File: src/rtl/mad_pkg.sv
package mad_pkg;

    // Output range handling after the low bits are dropped.
    typedef enum logic [1:0] {
        SAT_WRAP = 2'd0,
        SAT_SYM  = 2'd1,
        SAT_ASYM = 2'd2
    } sat_mode_e;

    // Number of multipliers for a given operand count.
    function automatic int unsigned pair_count(input int unsigned n_ops);
        return (n_ops + 1) / 2;
    endfunction

    // Clock cycles of latency for a given register selection.
    function automatic int unsigned stage_count(input bit r_in, input bit r_mul,
                                                input bit r_add, input bit r_out);
        int unsigned s;
        s = 0;
        if (r_in)  s = s + 1;
        if (r_mul) s = s + 1;
        if (r_add) s = s + 1;
        if (r_out) s = s + 1;
        return s;
    endfunction

endpackage

File: src/rtl/mad_stage_reg.sv
module mad_stage_reg #(
    parameter int unsigned WIDTH  = 8,
    parameter bit          ENABLE = 1'b1
) (
    input  logic             clk,
    input  logic             clr,
    input  logic             ce,
    input  logic [WIDTH-1:0] d,
    output logic [WIDTH-1:0] q
);

    generate
        if (ENABLE) begin : g_reg
            always_ff @(posedge clk or posedge clr) begin
                if (clr)
                    q <= '0;
                else if (ce)
                    q <= d;
            end
        end else begin : g_pass
            logic unused_ctl;
            assign unused_ctl = &{1'b0, clk, clr, ce};
            assign q = d;
        end
    endgenerate

endmodule

File: src/rtl/mad_pair_mul.sv
module mad_pair_mul #(
    parameter int unsigned N_OPS  = 4,
    parameter int unsigned OP_W   = 8,
    parameter int unsigned FRAC_W = 4
) (
    input  logic [N_OPS*OP_W-1:0]                           ops,
    output logic [mad_pkg::pair_count(N_OPS)*2*OP_W-1:0]    prods
);

    localparam int unsigned NP = mad_pkg::pair_count(N_OPS);
    localparam int unsigned PW = 2 * OP_W;

    generate
        for (genvar p = 0; p < NP; p++) begin : g_pair
            logic signed [OP_W-1:0] a;
            logic signed [PW-1:0]   pr;
            assign a = ops[2*p*OP_W +: OP_W];

            if (2*p + 1 < N_OPS) begin : g_mul
                logic signed [OP_W-1:0] b;
                assign b  = ops[(2*p+1)*OP_W +: OP_W];
                assign pr = a * b;
            end else begin : g_unit
                // Lone operand times 1.0: align to 2*FRAC_W fraction bits.
                assign pr = PW'(a) <<< FRAC_W;
            end

            assign prods[p*PW +: PW] = pr;
        end
    endgenerate

endmodule

File: src/rtl/mad_sum.sv
module mad_sum #(
    parameter int unsigned NP = 2,
    parameter int unsigned PW = 16,
    parameter int unsigned SW = 18
) (
    input  logic [NP*PW-1:0]     prods,
    output logic signed [SW-1:0] total
);

    always_comb begin
        total = '0;
        for (int i = 0; i < NP; i++) begin
            total = total + SW'($signed(prods[i*PW +: PW]));
        end
    end

endmodule

File: src/rtl/mad_saturate.sv
module mad_saturate
    import mad_pkg::*;
#(
    parameter int unsigned IN_W     = 18,
    parameter int unsigned DROP     = 8,
    parameter int unsigned OUT_W    = 8,
    parameter sat_mode_e   SAT_MODE = SAT_SYM,
    parameter bit          ROUND_EN = 1'b1
) (
    input  logic signed [IN_W-1:0] sum_i,
    output logic [OUT_W-1:0]       val_o,
    output logic                   ovf_o
);

    localparam int unsigned EW  = IN_W + 1;
    localparam int unsigned QW  = EW - DROP;
    localparam bit          DO_RND = ROUND_EN && (SAT_MODE != SAT_WRAP);
    localparam logic [EW-1:0] HALF = EW'(1) << (DROP - 1);

    localparam logic signed [QW-1:0] TOP_V  = {{(QW-OUT_W+1){1'b0}}, {(OUT_W-1){1'b1}}};
    localparam logic signed [QW-1:0] FLR_A  = {{(QW-OUT_W+1){1'b1}}, {(OUT_W-1){1'b0}}};
    localparam logic signed [QW-1:0] FLR_V  = (SAT_MODE == SAT_SYM) ? FLR_A + QW'(1) : FLR_A;

    logic signed [EW-1:0] ext;
    logic signed [EW-1:0] adj;
    logic signed [QW-1:0] q;
    logic                 unused_lsb;

    assign ext = EW'(sum_i);

    generate
        if (DO_RND) begin : g_rnd
            assign adj = ext + $signed(HALF);
        end else begin : g_trunc
            assign adj = ext;
        end
    endgenerate

    assign q          = adj[EW-1:DROP];
    assign unused_lsb = &{1'b0, adj[DROP-1:0]};

    always_comb begin
        if (SAT_MODE == SAT_WRAP) begin
            val_o = q[OUT_W-1:0];
            ovf_o = 1'b0;
        end else if (q > TOP_V) begin
            val_o = TOP_V[OUT_W-1:0];
            ovf_o = 1'b1;
        end else if (q < FLR_V) begin
            val_o = FLR_V[OUT_W-1:0];
            ovf_o = 1'b1;
        end else begin
            val_o = q[OUT_W-1:0];
            ovf_o = 1'b0;
        end
    end

endmodule

File: src/rtl/mad_sat_top.sv
module mad_sat_top
    import mad_pkg::*;
#(
    parameter int unsigned N_OPS      = 4,
    parameter int unsigned L1         = 4,
    parameter int unsigned R1         = 4,
    parameter int unsigned OUT_W      = 8,
    parameter int unsigned DROP_LSB   = 8,
    parameter sat_mode_e   SAT_MODE   = SAT_SYM,
    parameter bit          ROUND_EN   = 1'b1,
    parameter bit          REG_IN     = 1'b1,
    parameter bit          REG_MUL    = 1'b1,
    parameter bit          REG_ADD    = 1'b1,
    parameter bit          ACCUM_MODE = 1'b0,
    parameter bit          REG_SAT    = 1'b1
) (
    input  logic                        clk,
    input  logic                        clr,
    input  logic                        ce,
    input  logic [N_OPS*(L1+R1)-1:0]    ops_i,
    output logic [OUT_W-1:0]            result_o,
    output logic                        ovf_o
);

    localparam int unsigned W      = L1 + R1;
    localparam int unsigned NP     = pair_count(N_OPS);
    localparam int unsigned PW     = 2 * W;
    localparam int unsigned SW     = PW + $clog2(N_OPS);
    localparam bit          ADD_EN = REG_ADD || ACCUM_MODE;
    localparam int unsigned LAT    = stage_count(REG_IN, REG_MUL, ADD_EN, REG_SAT);

    typedef struct packed {
        logic             ovf;
        logic [OUT_W-1:0] val;
    } sat_word_t;

    logic [N_OPS*W-1:0] ops_q;
    logic [NP*PW-1:0]   prod_d, prod_q;
    logic [SW-1:0]      sum_d, sum_q;
    logic [OUT_W-1:0]   sat_val;
    logic               sat_ovf;
    sat_word_t          sat_d, sat_q;

    mad_stage_reg #(.WIDTH(N_OPS*W), .ENABLE(REG_IN)) u_in_reg (
        .clk(clk), .clr(clr), .ce(ce), .d(ops_i), .q(ops_q)
    );

    mad_pair_mul #(.N_OPS(N_OPS), .OP_W(W), .FRAC_W(R1)) u_mul (
        .ops(ops_q), .prods(prod_d)
    );

    mad_stage_reg #(.WIDTH(NP*PW), .ENABLE(REG_MUL)) u_mul_reg (
        .clk(clk), .clr(clr), .ce(ce), .d(prod_d), .q(prod_q)
    );

    mad_sum #(.NP(NP), .PW(PW), .SW(SW)) u_sum (
        .prods(prod_q), .total(sum_d)
    );

    mad_stage_reg #(.WIDTH(SW), .ENABLE(ADD_EN)) u_add_reg (
        .clk(clk), .clr(clr), .ce(ce), .d(sum_d), .q(sum_q)
    );

    mad_saturate #(
        .IN_W(SW), .DROP(DROP_LSB), .OUT_W(OUT_W),
        .SAT_MODE(SAT_MODE), .ROUND_EN(ROUND_EN)
    ) u_sat (
        .sum_i(sum_q), .val_o(sat_val), .ovf_o(sat_ovf)
    );

    // Value and flag share one register so they stay aligned.
    assign sat_d = '{ovf: sat_ovf, val: sat_val};

    mad_stage_reg #(.WIDTH($bits(sat_word_t)), .ENABLE(REG_SAT)) u_out_reg (
        .clk(clk), .clr(clr), .ce(ce), .d(sat_d), .q(sat_q)
    );

    assign result_o = sat_q.val;
    assign ovf_o    = sat_q.ovf;

    localparam logic [OUT_W-1:0] RAIL_HI   = {1'b0, {(OUT_W-1){1'b1}}};
    localparam logic [OUT_W-1:0] RAIL_LO_A = {1'b1, {(OUT_W-1){1'b0}}};
    localparam logic [OUT_W-1:0] RAIL_LO   = (SAT_MODE == SAT_SYM) ? RAIL_LO_A + OUT_W'(1) : RAIL_LO_A;

    generate
        if (SAT_MODE == SAT_SYM) begin : g_sym_chk

            sym_floor_chk: assert property (@(posedge clk) disable iff (clr)
                result_o != RAIL_LO_A);
        end
        if (SAT_MODE == SAT_WRAP) begin : g_wrap_chk

            wrap_quiet_chk: assert property (@(posedge clk) disable iff (clr)
                !ovf_o);
        end else begin : g_rail_chk

            ovf_rail_chk: assert property (@(posedge clk) disable iff (clr)
                ovf_o |-> (result_o == RAIL_HI || result_o == RAIL_LO));
        end
        if (LAT > 0) begin : g_hold_chk

            ce_hold_chk: assert property (@(posedge clk) disable iff (clr)
                !ce |=> ($stable(result_o) && $stable(ovf_o)));
        end
    endgenerate

endmodule

File: config.mk
export PLATFORM = sky130hd
export DESIGN_NAME = mad_sat_top
export DESIGN_NICKNAME = d
export VERILOG_FILES = /design/src/rtl/mad_pkg.sv /design/src/rtl/mad_stage_reg.sv /design/src/rtl/mad_pair_mul.sv /design/src/rtl/mad_sum.sv /design/src/rtl/mad_saturate.sv /design/src/rtl/mad_sat_top.sv
export SDC_FILE = /design/constraint.sdc
export NUM_CORES = 1
export LEC_CHECK = 0
export BUFFER_PORTS_ARGS = -buffer_cell sky130_fd_sc_hd__buf_2
export CAP_MARGIN = 0
export CORE_MARGIN = 10
export CORE_UTILIZATION = 65
export CTS_BUF_LIST = sky130_fd_sc_hd__clkbuf_4 sky130_fd_sc_hd__clkbuf_8 sky130_fd_sc_hd__clkbuf_16
export CTS_CLUSTER_DIAMETER = 60
export DETAILED_ROUTE_END_ITERATION = 12
export PLACE_DENSITY_LB_ADDON = 0.2
export SLEW_MARGIN = 25
export SYNTH_ARGS = -nofsm -noshare
export SYNTH_HDL_FRONTEND = slang
export SYNTH_SLANG_ARGS = --single-unit
export TNS_END_PERCENT = 30
File: constraint.sdc
create_clock -name clk -period 6.7 [get_ports clk]
set_input_delay 1.005 -clock clk [delete_from_list [all_inputs] [get_ports clk]]
set_output_delay 1.005 -clock clk [all_outputs]
set_load 0.02 [all_outputs]
Yosys cells after proc, flatten, opt, wreduce, memory -nomap -nowiden:

Cells that the tools add are included.

* magnitude comparators: 2
* muxes and demuxes: 4
* multipliers: 2
* add/subtract/negate cells: 2

Operators by type and width (count)
* $mul A8 B8 Y16: 2
* $add A17 B9 Y18 const B: 1
* $add A16 B16 Y17: 1
* $mux W8: 2
* $gt A11 B8 Y1 const B: 1
* $lt A11 B8 Y1 const B: 1
* $mux W1: 2

* register bits after elaboration: 90
* input bits: 35
* word-level logic and storage cells: 14
* output and inout port bits: 9

Logic depth before layout (Yosys ltp):

Gate-level depths: netlist (run 1).

* word-level depth: 4
* depth in mapped cells: 18

Hierarchy:

From an unflattened synthesis (run 1), not the netlist that was laid out.

* cells, all modules: 954
* area total of the unflattened synthesis: 10149.7 um^2

By module, submodules not included
* mad_pair_mul: times used 1, cells each 570, seq. area each 0.0 um^2, area an instance 5008.6 um^2
* mad_stage_reg at u_in_reg ...: times used 2, cells each 69, seq. area each 800.8 um^2, area an instance 1348.8 um^2
* mad_sum: times used 1, cells each 123, seq. area each 0.0 um^2, area an instance 879.6 um^2
* mad_stage_reg at u_add_reg: times used 1, cells each 39, seq. area each 450.4 um^2, area an instance 725.7 um^2
* mad_saturate: times used 1, cells each 64, seq. area each 0.0 um^2, area an instance 462.9 um^2
* mad_stage_reg at u_out_reg: times used 1, cells each 20, seq. area each 225.2 um^2, area an instance 375.4 um^2

Worst setup path after synthesis (run 1):

OpenSTA, ideal clock, no wires.

* path type: reg-to-reg
* start: reg u_in_reg.q[23]
* end: reg u_mul_reg.q[30]
* clock period less this slack: 4409 ps
* path slack: 2291 ps
* data arrival time: 4290 ps
* path buffers: 1
* cell stages (with the launch flop): 17
* setup time: 120 ps
* path through: dfrtp_1 clkbuf_1 nand2_1 fa_1 inv_1 fa_1 fa_1 inv_1 fa_1 inv_1 ha_1 or2_2 nand2_1 a21oi_1 o211a_1 or3_1 a31o_1

* cells in the longest elaborated chain, start to end: 1

RTL lines
* start, declared: RTL line mad_stage_reg.sv:9 `output logic [WIDTH-1:0] q`
* start signal, assigned: RTL line mad_stage_reg.sv:16 `q <= '0;`
* start signal, assigned: RTL line mad_stage_reg.sv:18 `q <= d;`
* $mul A8 B8 Y16: RTL line mad_pair_mul.sv:22 `assign pr = a * b;`
* end signal, assigned: RTL line mad_stage_reg.sv:16
* end signal, assigned: RTL line mad_stage_reg.sv:18
* end, declared: RTL line mad_stage_reg.sv:9

Every way passes these cells.
A chain may end at the register's enable or synchronous reset.

Worst setup path after layout (run 1):

* start: reg u_in_reg.q[26]
* end: reg u_mul_reg.q[31]

Same word-level chain as after synthesis.

==> results of run 1 <==
-- per-stage QoR --
stage | hold slack, ns | cell area [sq um]
3_5_place_dp | 0.466 | 9200
6_report | 0.480 | 9490
3_3_place_gp | 0.456 | 9200
2_1_floorplan | 0.455 | 8810
4_1_cts | 0.483 | 9480
5_1_grt | 0.496 | 9490
-- power breakdown --
group	switching [uW]	internal, uW
registers	189	692
clock network	209	272
logic	2060	1800
total	2460	2760
-- worst min path at each step --
stage | from | to | slack, ns | cells after the start
finish | u_out_reg.q[8] | u_out_reg.q[8] | 0.48 | 1
global route | u_out_reg.q[8] | u_out_reg.q[8] | 0.50 | 1
CTS | u_out_reg.q[8] | u_out_reg.q[8] | 0.48 | 1
detailed placement | u_out_reg.q[8] | u_out_reg.q[8] | 0.47 | 1
global placement | u_out_reg.q[8] | u_out_reg.q[8] | 0.46 | 1
floorplan | u_mul_reg.q[12] | u_mul_reg.q[12] | 0.46 | 2
-- sequential cells by signal, summed over array words and instances (netlist names) --
signal and flops:
u_out_reg.q 9, u_in_reg.q 32, u_mul_reg.q 32, u_add_reg.q 10
-- layer usage --
| layer | share of wire, % | vias up |
|---|---|---|
| li1 | - | 2899 |
| met4 | 1.4 | 0 |
| met1 | 44 | 3070 |
| met3 | 4.3 | 22 |
| met5 | 0 | - |
| met2 | 50 | 107 |
-- cell families after synthesis --
logic type | Yosys count | synth area share, %
AOI/OAI and AO/OA | 107 | 8.13
muxes | 54 | 6.95
buffers and inverters | 186 | 7.95
and+or+nand+nor | 230 | 14.4
adders and majority gates | 184 | 35.5
xor gates and xnor gates | 35 | 3.48
DFF | 83 | 23.6
-- area by class of cell --
class	instances	area, sq um
fillers	1010	3760
inverters	171	643
clock inverters	4	32.5
flip-flops and latches	83	2080
well taps	176	220
repair buffers	44	229
multi-input cells	610	6030
clock buffers	12	254
-- cell usage in the layout, fill, tap and decap left out, types with 7 or more instances in the layout --
cell type,n
inv_1,169
buf_2,42
a21o_1,8
nor2_1,29
mux2_2,53
a21oi_1,22
a31oi_1,7
ha_1,74
clkbuf_16,9
and2_1,86
dfrtp_1,83
nor2b_1,18
xnor2_1,29
a211oi_1,9
nand2_1,45
o21a_1,11
o21ai_0,14
nand3_1,7
nor3_1,14
fa_1,110
-- critical path, cell delays in order (launching register included) --
cell and delay (ns):
dfrtp_1 0.54, nand2_1 0.20, fa_1 0.64, fa_1 0.53, inv_1 0.05, fa_1 0.50
fa_1 0.48, ha_1 0.39, and4_1 0.25, o2bb2ai_1 0.12, a31oi_1 0.24, a31oi_1 0.12
a21oi_1 0.19, xnor2_1 0.08, mux2_2 0.27
==> metrics.md, run 1 <==
| Metric | Value |
|---|---|
| Run status | `finished, final reports clean` |
| First-pass GRT wire length | `30200 um` |
| Resize count post-CTS | `0` |
| Clock Path Buffers | `2` |
| Top_reg_cell synth | `dfrtp_1` |
| Fin util | `71.6%` |
| Period utilisation layout | `~70%` |
| GR Util met2 | `33.7%` |
| GR peak layer | `met2` |
| Layout cell share with drive strength beyond 1 | `13.3%` |
| Total grt overflow | `0` |
| Final setup viols | `0` |
| Cts bufs inserted | `9` |
| Netlist Area Pre-Place | `0.00881 sq mm` |
| Crit start category | `register` |
| Placer congestion estimate | `0.904` |
| Reg2Reg Depth | `14` |
| Number of DRC violations after detailed routing | `0` |
| Vias in the first global route | `between 6k and 7k` |
| Worst Hold Class | `reg -> reg` |
| Max Slew Vio Count | `0` |
| Critical path endpoint category | `register` |
| Final TNS setup | `0 ns` |
| Fin. Hold Viols | `0` |
| Critical Path Start | `u_in_reg.q[26]` |
| Synth async-reset ratio | `100%` |
| Clock Skew | `0.00942 ns` |
| Place WS | `2.00 ns` |
| Slew @ Worst Pin | `1.02 ns` |
| Worst r2r src | `u_in_reg.q[26]` |
| Dpl hpwl | `about 14000 um` |
| Met3 Track Usage GR | `3.51%` |
| Met1 track demand over resource | `25.9%` |
| DR pass1 iterations | `6` |
| Synth unique cells | `57` |
| Antenna viol nets, final | `0` |
| P&R area growth vs syn | `7.70%` |
| H-tree Lvls | `3` |
| Yosys warns | `0` |
| Leakage power | `between 0.004 and 0.005 uW` |
| Syn nets | `1098` |
| Port Buf Inserts | `43` |
| Max FO, Critical Path | `9` |
| DR iter-0 viols | `332` |
| Clock root cell | `clkbuf_16` |
| Commonest cells post-synth | `inv_1, fa_1, and2_1` |
| Setup bufs post-CTS | `0` |
| Row count | `42` |
| Antenna cells | `0` |
| RSZ-0062 raised after global routing | `no` |
| Core Area | `0.0132 sq mm` |
| Most common cell in the netlist | `inv_1` |
| Die Area | `0.0186 sq mm` |
| Gate Count Post-Synth | `just under 900` |
| Synthesis-stage register bit count | `83` |
| FMAX | `212 MHz` |
| Vert. Die Dim | `about 140 um` |
| Worst IR Drop VDD | `0.000350 V` |
| Max_cap viols | `0` |
| DIE WIDTH | `136 um` |
| R2R setup slack | `a little under 2 ns` |
| Critical path arrival | `4.95 ns` |
| Top-area cell type share of the netlist area | `25.0%` |
| Area contributors post-synth | `fa_1, dfrtp_1, ha_1` |
| Tot GR Track Use | `~20%` |
| Placed Instances | `1084` |
| Initial Util | `66.5%` |
| Post-synth EDFFs | `0` |
| Avg WL per Cell | `between 15 and 20 um` |
| CTS tree | `done` |
| Initial antenna violation count | `0` |
| # hold bufs at CTS | `0` |
| Worst r2r dst | `u_mul_reg.q[31]` |
| Final net count | `1138` |
| Critical path type | `reg -> reg` |
| Register area share after synthesis | `a little under a quarter` |
| Count of non-filler cells in the finished layout | `1100` |
| Yosys top cell by area | `fa_1` |
| Clock sinks | `between 80 and 90` |
| Required time of the critical path | `a little under 7 ns` |
| Syn Area/Cell | `between 10 and 15 sq um` |
| Clk slew on worst S/H paths | `0.06 ns` |
| Tmin final | `4.72 ns` |
| Clk Latency, worst-skew pair | `between 0.3 and 0.4 ns` |
| Total power | `5220 uW` |
| Normalized max-slew margin | `32.3%` |
| Final wirelength | `17400 um` |
| Final worst slack | `1.98 ns` |
| Vias | `6098` |
| Via/cell ratio | `5.54` |
| I/O pins | `44` |
| Power Density | `~550 mW/mm^2` |
| Worst setup path end | `u_mul_reg.q[31]` |
| Pin count of the biggest net entering global routing | `87` |
Power figures use the tool's default switching activity.
==> run 2, diff against run 1 <==
--- a/config.mk
+++ b/config.mk
@@ -8,7 +8,7 @@
 export BUFFER_PORTS_ARGS = -buffer_cell sky130_fd_sc_hd__buf_2
 export CAP_MARGIN = 0
 export CORE_MARGIN = 10
-export CORE_UTILIZATION = 65
+export CORE_UTILIZATION = 58
 export CTS_BUF_LIST = sky130_fd_sc_hd__clkbuf_4 sky130_fd_sc_hd__clkbuf_8 sky130_fd_sc_hd__clkbuf_16
 export CTS_CLUSTER_DIAMETER = 60
 export DETAILED_ROUTE_END_ITERATION = 12
==> constraint.sdc (replaced) <==
create_clock -name clk -period 4 [get_ports clk]
set_input_delay 0.6 -clock clk [delete_from_list [all_inputs] [get_ports clk]]
set_output_delay 0.6 -clock clk [all_outputs]
set_load 0.02 [all_outputs]
==> metrics.md, run 2 (same netlist as run 1, synthesis figures left out) <==
| Metric | Value |
|---|---|
| Most frequent cells in the layout | `inv_1, buf_4, fa_1 (was inv_1, fa_1, and2_1)` |
| DR iter-0 viols | `254 (was 332)` |
| Run status | `complete, but fails checks (was finished, final reports clean)` |
| Required time of the critical path | `4.23 ns (was 6.93 ns)` |
| Clock root cell | `clkbuf_16 (unchanged)` |
| R2R setup slack | `-0.38 ns (was 1.98 ns)` |
| Dpl hpwl | `15000 um (was 14000 um)` |
| Layout cell share with drive strength beyond 1 | `34.1% (was 13.3%)` |
| Die Area | `0.0205 sq mm (was 0.0186 sq mm)` |
| Clk slew on worst S/H paths | `0.06 ns (about the same)` |
| Fill count | `1001 (was 1010)` |
| DR pass1 iterations | `4 (was 6)` |
| First-pass GRT wire length | `33200 um (was 30200 um)` |
| Critical path endpoint category | `register (unchanged)` |
| Tot GR Track Use | `19.9% (about the same)` |
| H-tree Lvls | `3 (unchanged)` |
| Clock Path Buffers | `2 (unchanged)` |
| Commonest non-fill, non-tap cell in the layout | `inv_1 (unchanged)` |
| Violated checks | `setup timing` |
| Clk Latency, worst-skew pair | `0.35 ns (was 0.34 ns)` |
| RSZ-0062 raised after global routing | `yes (was no)` |
| CTS tree | `done (unchanged)` |
| Clock Skew | `0.00893 ns (was 0.00942 ns)` |
| Final wirelength | `20200 um (was 17400 um)` |
| Placed Instances | `1195 (was 1084)` |
| Final setup viols | `14 (was 0)` |
| Max FO, Critical Path | `5 (was 9)` |
| Avg WL per Cell | `16.3 um (was 15.8 um)` |
| Vias | `6625 (was 6098)` |
| Critical path arrival | `4.62 ns (was 4.95 ns)` |
| Period utilisation layout | `110% (was 70.4%)` |
| Row count | `44 (was 42)` |
| Final net count | `1264 (was 1138)` |
| Total grt overflow | `0 (unchanged)` |
| Core Area | `0.0147 sq mm (was 0.0132 sq mm)` |
| Port Buf Inserts | `43 (unchanged)` |
| I/O pins | `44 (unchanged)` |
| Antenna cells | `0 (unchanged)` |
| Vias in the first global route | `7014 (was 6562)` |
| Count of non-filler cells in the finished layout | `1233 (was 1100)` |
| Critical path type | `reg -> reg (unchanged)` |
| Top flop regs | `u_in_reg.q: 32 flops, u_mul_reg.q: 32 flops, u_add_reg.q: 10 flops (unchanged)` |
| Initial antenna violation count | `0 (unchanged)` |
| Via/cell ratio | `5.37 (was 5.54)` |
| Cts bufs inserted | `9 (unchanged)` |
| Normalized max-slew margin | `48.9% (was 32.3%)` |
| CP cell instances | `buf_4 -> and2_4 -> buf_4 -> fa_1 -> inv_1 -> fa_1 -> fa_1 -> fa_1 -> inv_1 -> ha_2 -> or3_1 -> o21ai_1 -> a31oi_1 -> a21oi_1 -> xnor2_1 -> mux2_2 (was nand2_1 -> fa_1 -> fa_1 -> inv_1 -> fa_1 -> fa_1 -> ha_1 -> and4_1 -> o2bb2ai_1 -> a31oi_1 -> a31oi_1 -> a21oi_1 -> xnor2_1 -> mux2_2)` |
| Max_cap viols | `0 (unchanged)` |
| FMAX | `228 MHz (was 212 MHz)` |
| Slew @ Worst Pin | `0.765 ns (was 1.02 ns)` |
| Pin count of the biggest net entering global routing | `54 (was 87)` |
| Clock sinks | `83 (unchanged)` |
| Vert. Die Dim | `143 um (was 136 um)` |
| Max Slew Vio Count | `0 (unchanged)` |
| Antenna viol nets, final | `0 (unchanged)` |
| Number of DRC violations after detailed routing | `0 (unchanged)` |
| P&R area growth vs syn | `24.6% (was 7.70%)` |
| Critical-path top delay cell | `fa_1 (unchanged)` |
| Final worst slack | `-0.384 ns (was 1.98 ns)` |
| Crit start category | `register (unchanged)` |
| DIE WIDTH | `143 um (was 136 um)` |
| Multi-input gate area | `0.00645 sq mm (was 0.00603 sq mm)` |
| Worst Hold Class | `in -> async (was reg -> reg)` |
| Crit-path most repeated cell | `fa_1 (unchanged)` |
| Initial Util | `59.9% (was 66.5%)` |
| Placer congestion estimate | `0.839 (was 0.904)` |
| FF+latch area | `0.00210 sq mm (was 0.00208 sq mm)` |
| Fin. Hold Viols | `0 (unchanged)` |
| Tmin final | `4.38 ns (was 4.72 ns)` |
| CP max stage delay | `0.53 ns (was 0.64 ns)` |
run 2: worst paths after layout:
kind / to / cells after the start / from
setup / recovery: u_mul_reg.q[31] / 16 / u_in_reg.q[23]
hold / removal: u_mul_reg.q[15] / 2 / clr
setup reg to reg: u_mul_reg.q[31] / 16 / u_in_reg.q[23]
hold reg to reg: u_out_reg.q[8] / 1 / u_out_reg.q[8]
max in group asynchronous: u_in_reg.q[25] / 3 / clr
min in group clk: u_in_reg.q[5] / 2 / ops_i[5]
run 2: worst max-delay path, delay by kind of cell, from the launching register on:
family	cells	cell delay (ns)
compound gates	3	0.37
xor+xnor	1	0.08
fa+ha+maj	5	2.17
buf+inv	4	0.41
flops	1	0.47
mux	1	0.26
simple gates	2	0.51
run 2: area by class of cell:
class,count,share of cell area [%]
Multi-Input combinational cell,610,58.8
Sequential cell,83,19.2
Clock buffer,11,2.30
Timing Repair Buffer,170,11.2
Inverter,171,5.88
Clock inverter,4,0.536
Tap cell,184,2.10
run 2: what timing repair did:
action	4_1_cts	5_1_grt
setup endpoints to repair	15	17
endpoints found under the hold margin	0	0
pin swaps	25	40
buffers inserted	13	10
hold buffers	0	0
resized for setup	48	54
run 2: routing by layer:
layer  vias up  global-route usage, %  routed length, um
met2       128                   33.3               9960
li1       3168                      -                  -
met5         -                      0                  0
met3        16                   3.81                978
met1      3313                   26.2               9050
met4         0                   4.41                164
run 2: per-stage QoR:
| step | setup slack (ns) | utilization (%) | setup TNS, ns | hold slack, ns | instance area [sq um] |
|---|---|---|---|---|---|
| after floorplan | -0.155 | - | -0.955 | 0.455 | 8960 |
| after global placement | -0.335 | 68.9 | -2.66 | 0.458 | 10100 |
| after detailed placement | -0.425 | 68.9 | -3.74 | 0.469 | 10100 |
| after CTS | -0.328 | 72.7 | -2.57 | 0.330 | 10700 |
| after global routing | -0.527 | 74.7 | -4.70 | 0.357 | 11000 |
| final | -0.384 | 74.7 | -2.58 | 0.314 | 11000 |
Power of run 2 is left out: the tool's default activity adds up to more than one toggle a clock period on the data nets, which glitch-free logic cannot reach.
==> run 3, diff against run 2 <==
--- a/config.mk
+++ b/config.mk
@@ -12,9 +12,11 @@
 export CTS_BUF_LIST = sky130_fd_sc_hd__clkbuf_4 sky130_fd_sc_hd__clkbuf_8 sky130_fd_sc_hd__clkbuf_16
 export CTS_CLUSTER_DIAMETER = 60
 export DETAILED_ROUTE_END_ITERATION = 12
+export HOLD_SLACK_MARGIN = 0.05
 export PLACE_DENSITY_LB_ADDON = 0.2
 export SLEW_MARGIN = 25
 export SYNTH_ARGS = -nofsm -noshare
 export SYNTH_HDL_FRONTEND = slang
+export SYNTH_HIERARCHICAL = 1
 export SYNTH_SLANG_ARGS = --single-unit
 export TNS_END_PERCENT = 30
==> metrics.md, run 3 <==
| Metric | Value |
|---|---|
| Run status | `complete, but fails checks (unchanged)` |
| Violated checks | `setup timing (unchanged)` |
| Critical-path top delay cell | `fa_1 (unchanged)` |
| Place WS | `-0.330 ns (was -0.425 ns)` |
| Met3 Track Usage GR | `3.42% (was 3.81%)` |
| Total grt overflow | `0 (unchanged)` |
| DR iter-0 viols | `209 (was 254)` |
| Number of DRC violations after detailed routing | `0 (unchanged)` |
| Syn Area/Cell | `10.6 sq um (was 10.0 sq um)` |
| Row count | `47 (was 44)` |
| Critical path arrival | `4.55 ns (was 4.62 ns)` |
| Required time of the critical path | `4.24 ns (was 4.23 ns)` |
| P&R area growth vs syn | `17.3% (was 24.6%)` |
| Vias in the first global route | `7271 (was 7014)` |
| Clock Path Buffers | `2 (unchanged)` |
| Tmin final | `4.31 ns (was 4.38 ns)` |
| H-tree Lvls | `3 (unchanged)` |
| Cts bufs inserted | `9 (unchanged)` |
| Top flop regs | `u_in_reg/q: 32 flops, u_mul_reg/q: 32 flops, u_add_reg/q: 11 flops (was u_in_reg.q: 32 flops, u_mul_reg.q: 32 flops, u_add_reg.q: 10 flops)` |
| Worst Hold Class | `in -> async (unchanged)` |
| Tot GR Track Use | `18.7% (was 19.9%)` |
| First-pass GRT wire length | `34600 um (was 33200 um)` |
| Gate Count Post-Synth | `929 (was 879)` |
| Final TNS setup | `-3.27 ns (was -2.58 ns)` |
| Max_cap viols | `0 (unchanged)` |
| Period utilisation layout | `108% (was 110%)` |
| Clock sinks | `84 (was 83)` |
| DIE WIDTH | `150 um (was 143 um)` |
| Final setup viols | `15 (was 14)` |
| Vert. Die Dim | `150 um (was 143 um)` |
| Crit start category | `register (unchanged)` |
| Max FO, Critical Path | `8 (was 5)` |
| Via/cell ratio | `5.15 (was 5.37)` |
| Die Area | `0.0225 sq mm (was 0.0205 sq mm)` |
| Layout cell share with drive strength beyond 1 | `31.2% (was 34.1%)` |
| CP cell instances | `nor2b_2 -> fa_1 -> fa_1 -> fa_1 -> inv_1 -> fa_1 -> inv_1 -> ha_4 -> o21a_1 -> o31a_1 -> nor4_4 -> o21ai_1 -> o311ai_1 -> xnor2_1 -> mux2_4 (was buf_4 -> and2_4 -> buf_4 -> fa_1 -> inv_1 -> fa_1 -> fa_1 -> fa_1 -> inv_1 -> ha_2 -> or3_1 -> o21ai_1 -> a31oi_1 -> a21oi_1 -> xnor2_1 -> mux2_2)` |
| # hold bufs at CTS | `0 (unchanged)` |
| Max Slew Vio Count | `0 (unchanged)` |
| Critical path endpoint category | `register (unchanged)` |
| Buffer and inverter count on the worst path | `2 (was 4)` |
| Slew @ Worst Pin | `0.616 ns (was 0.765 ns)` |
| Dpl hpwl | `16000 um (was 15000 um)` |
| Worst r2r dst | `u_mul_reg/q[14] (was u_mul_reg.q[31])` |
| Reg2Reg Depth | `15 (was 16)` |
| CP max stage delay | `0.56 ns (was 0.53 ns)` |
| Clk slew on worst S/H paths | `0.07 ns (was 0.06 ns)` |
| Initial antenna violation count | `0 (unchanged)` |
| Vias | `6654 (was 6625)` |
| Syn nets | `1150 (was 1098)` |
| Initial Util | `59.2% (was 59.9%)` |
| Multi-input gate area | `0.00711 sq mm (was 0.00645 sq mm)` |
| Critical path type | `reg -> reg (unchanged)` |
| FF+latch area | `0.00212 sq mm (was 0.00210 sq mm)` |
| Port Buf Inserts | `43 (unchanged)` |
| RSZ-0062 raised after global routing | `yes (unchanged)` |
| R2R setup slack | `-0.31 ns (was -0.38 ns)` |
| Count of non-filler cells in the finished layout | `1293 (was 1233)` |
| Final worst slack | `-0.311 ns (was -0.384 ns)` |
| Fill count | `1236 (was 1001)` |
| Final net count | `1289 (was 1264)` |
| Clock Skew | `0.00759 ns (was 0.00893 ns)` |
| FMAX | `232 MHz (was 228 MHz)` |
| Yosys warns | `6 (was 0)` |
| Fin. Hold Viols | `0 (unchanged)` |
| Top cell family by delay on the critical path | `adder cells (unchanged)` |
| Final wirelength | `19600 um (was 20200 um)` |
| I/O pins | `44 (unchanged)` |
| Normalized max-slew margin | `58.9% (was 48.9%)` |
| Most frequent cells in the layout | `inv_1, fa_1, buf_4 (was inv_1, buf_4, fa_1)` |
| Crit-path most repeated cell | `fa_1 (unchanged)` |
| Antenna viol nets, final | `0 (unchanged)` |
| Met1 track demand over resource | `24.7% (was 26.2%)` |
| Avg WL per Cell | `15.2 um (was 16.3 um)` |
| Worst r2r src | `u_in_reg/q[15] (was u_in_reg.q[23])` |
| Clk Latency, worst-skew pair | `0.35 ns (about the same)` |
| Placer congestion estimate | `0.876 (was 0.839)` |
| Core Area | `0.0166 sq mm (was 0.0147 sq mm)` |
| Pin count of the biggest net entering global routing | `54 (unchanged)` |
| GR peak layer | `met2 (unchanged)` |
| Antenna cells | `0 (unchanged)` |
| GR Util met2 | `31.8% (was 33.3%)` |
| Commonest non-fill, non-tap cell in the layout | `inv_1 (unchanged)` |
| Netlist Area Pre-Place | `0.00982 sq mm (was 0.00881 sq mm)` |
| Placed Instances | `1276 (was 1195)` |
| Clock root cell | `clkbuf_16 (unchanged)` |
| CTS tree | `done (unchanged)` |
| DR pass1 iterations | `4 (unchanged)` |
run 3: per-stage QoR:
step	hold slack [ns]	area, sq um	utilization (%)
2_1_floorplan	0.428	10100	-
6_report	0.230	11500	69.5
5_1_grt	0.268	11500	69.5
3_5_place_dp	0.497	11100	67.1
3_3_place_gp	0.491	11100	67.1
4_1_cts	0.231	11500	69.2
run 3: timing repair:
action,4_1_cts,5_1_grt
setup buffers,1,0
pin swaps,5,9
endpoints found under the setup margin,14,16
resized for setup,14,20
run 3: cell type report:
class	count	share of cell area, %
Tap cell	220	2.39
Multi-Input combinational cell	645	61.8
Inverter	184	6.02
Timing Repair Buffer	144	8.72
Clock inverter	7	0.717
Clock buffer	9	1.96
Sequential cell	84	18.4
run 3: worst reg2reg max path: stages (launching register included):
cell,delay (ns)
dfrtp_2,0.50
nor2b_2,0.21
fa_1,0.56
fa_1,0.44
fa_1,0.56
inv_1,0.06
fa_1,0.53
inv_1,0.06
ha_4,0.29
o21a_1,0.12
o31a_1,0.19
nor4_4,0.05
o21ai_1,0.12
o311ai_1,0.12
xnor2_1,0.14
mux2_4,0.26
run 3: how the worst max path moves through the flow:
stage,start,endpoint,cells past startpoint,slack [ns]
after floorplan,u_in_reg/q[3],u_mul_reg/q[14],17,-0.15
after global placement,u_in_reg/q[22],u_mul_reg/q[30],17,-0.28
after detailed placement,u_in_reg/q[7],u_mul_reg/q[15],14,-0.33
after CTS,u_in_reg/q[25],u_mul_reg/q[27],17,-0.31
after global routing,u_in_reg/q[3],u_mul_reg/q[14],15,-0.48
final,u_in_reg/q[15],u_mul_reg/q[14],15,-0.31
run 3: per-layer routing:
metal,wire length [um],share of wire [%]
met3,566,2.9
met5,0,0
met1,9360,48
met4,144,0.73
met2,9530,49
Power of run 3 is left out for the same reason.
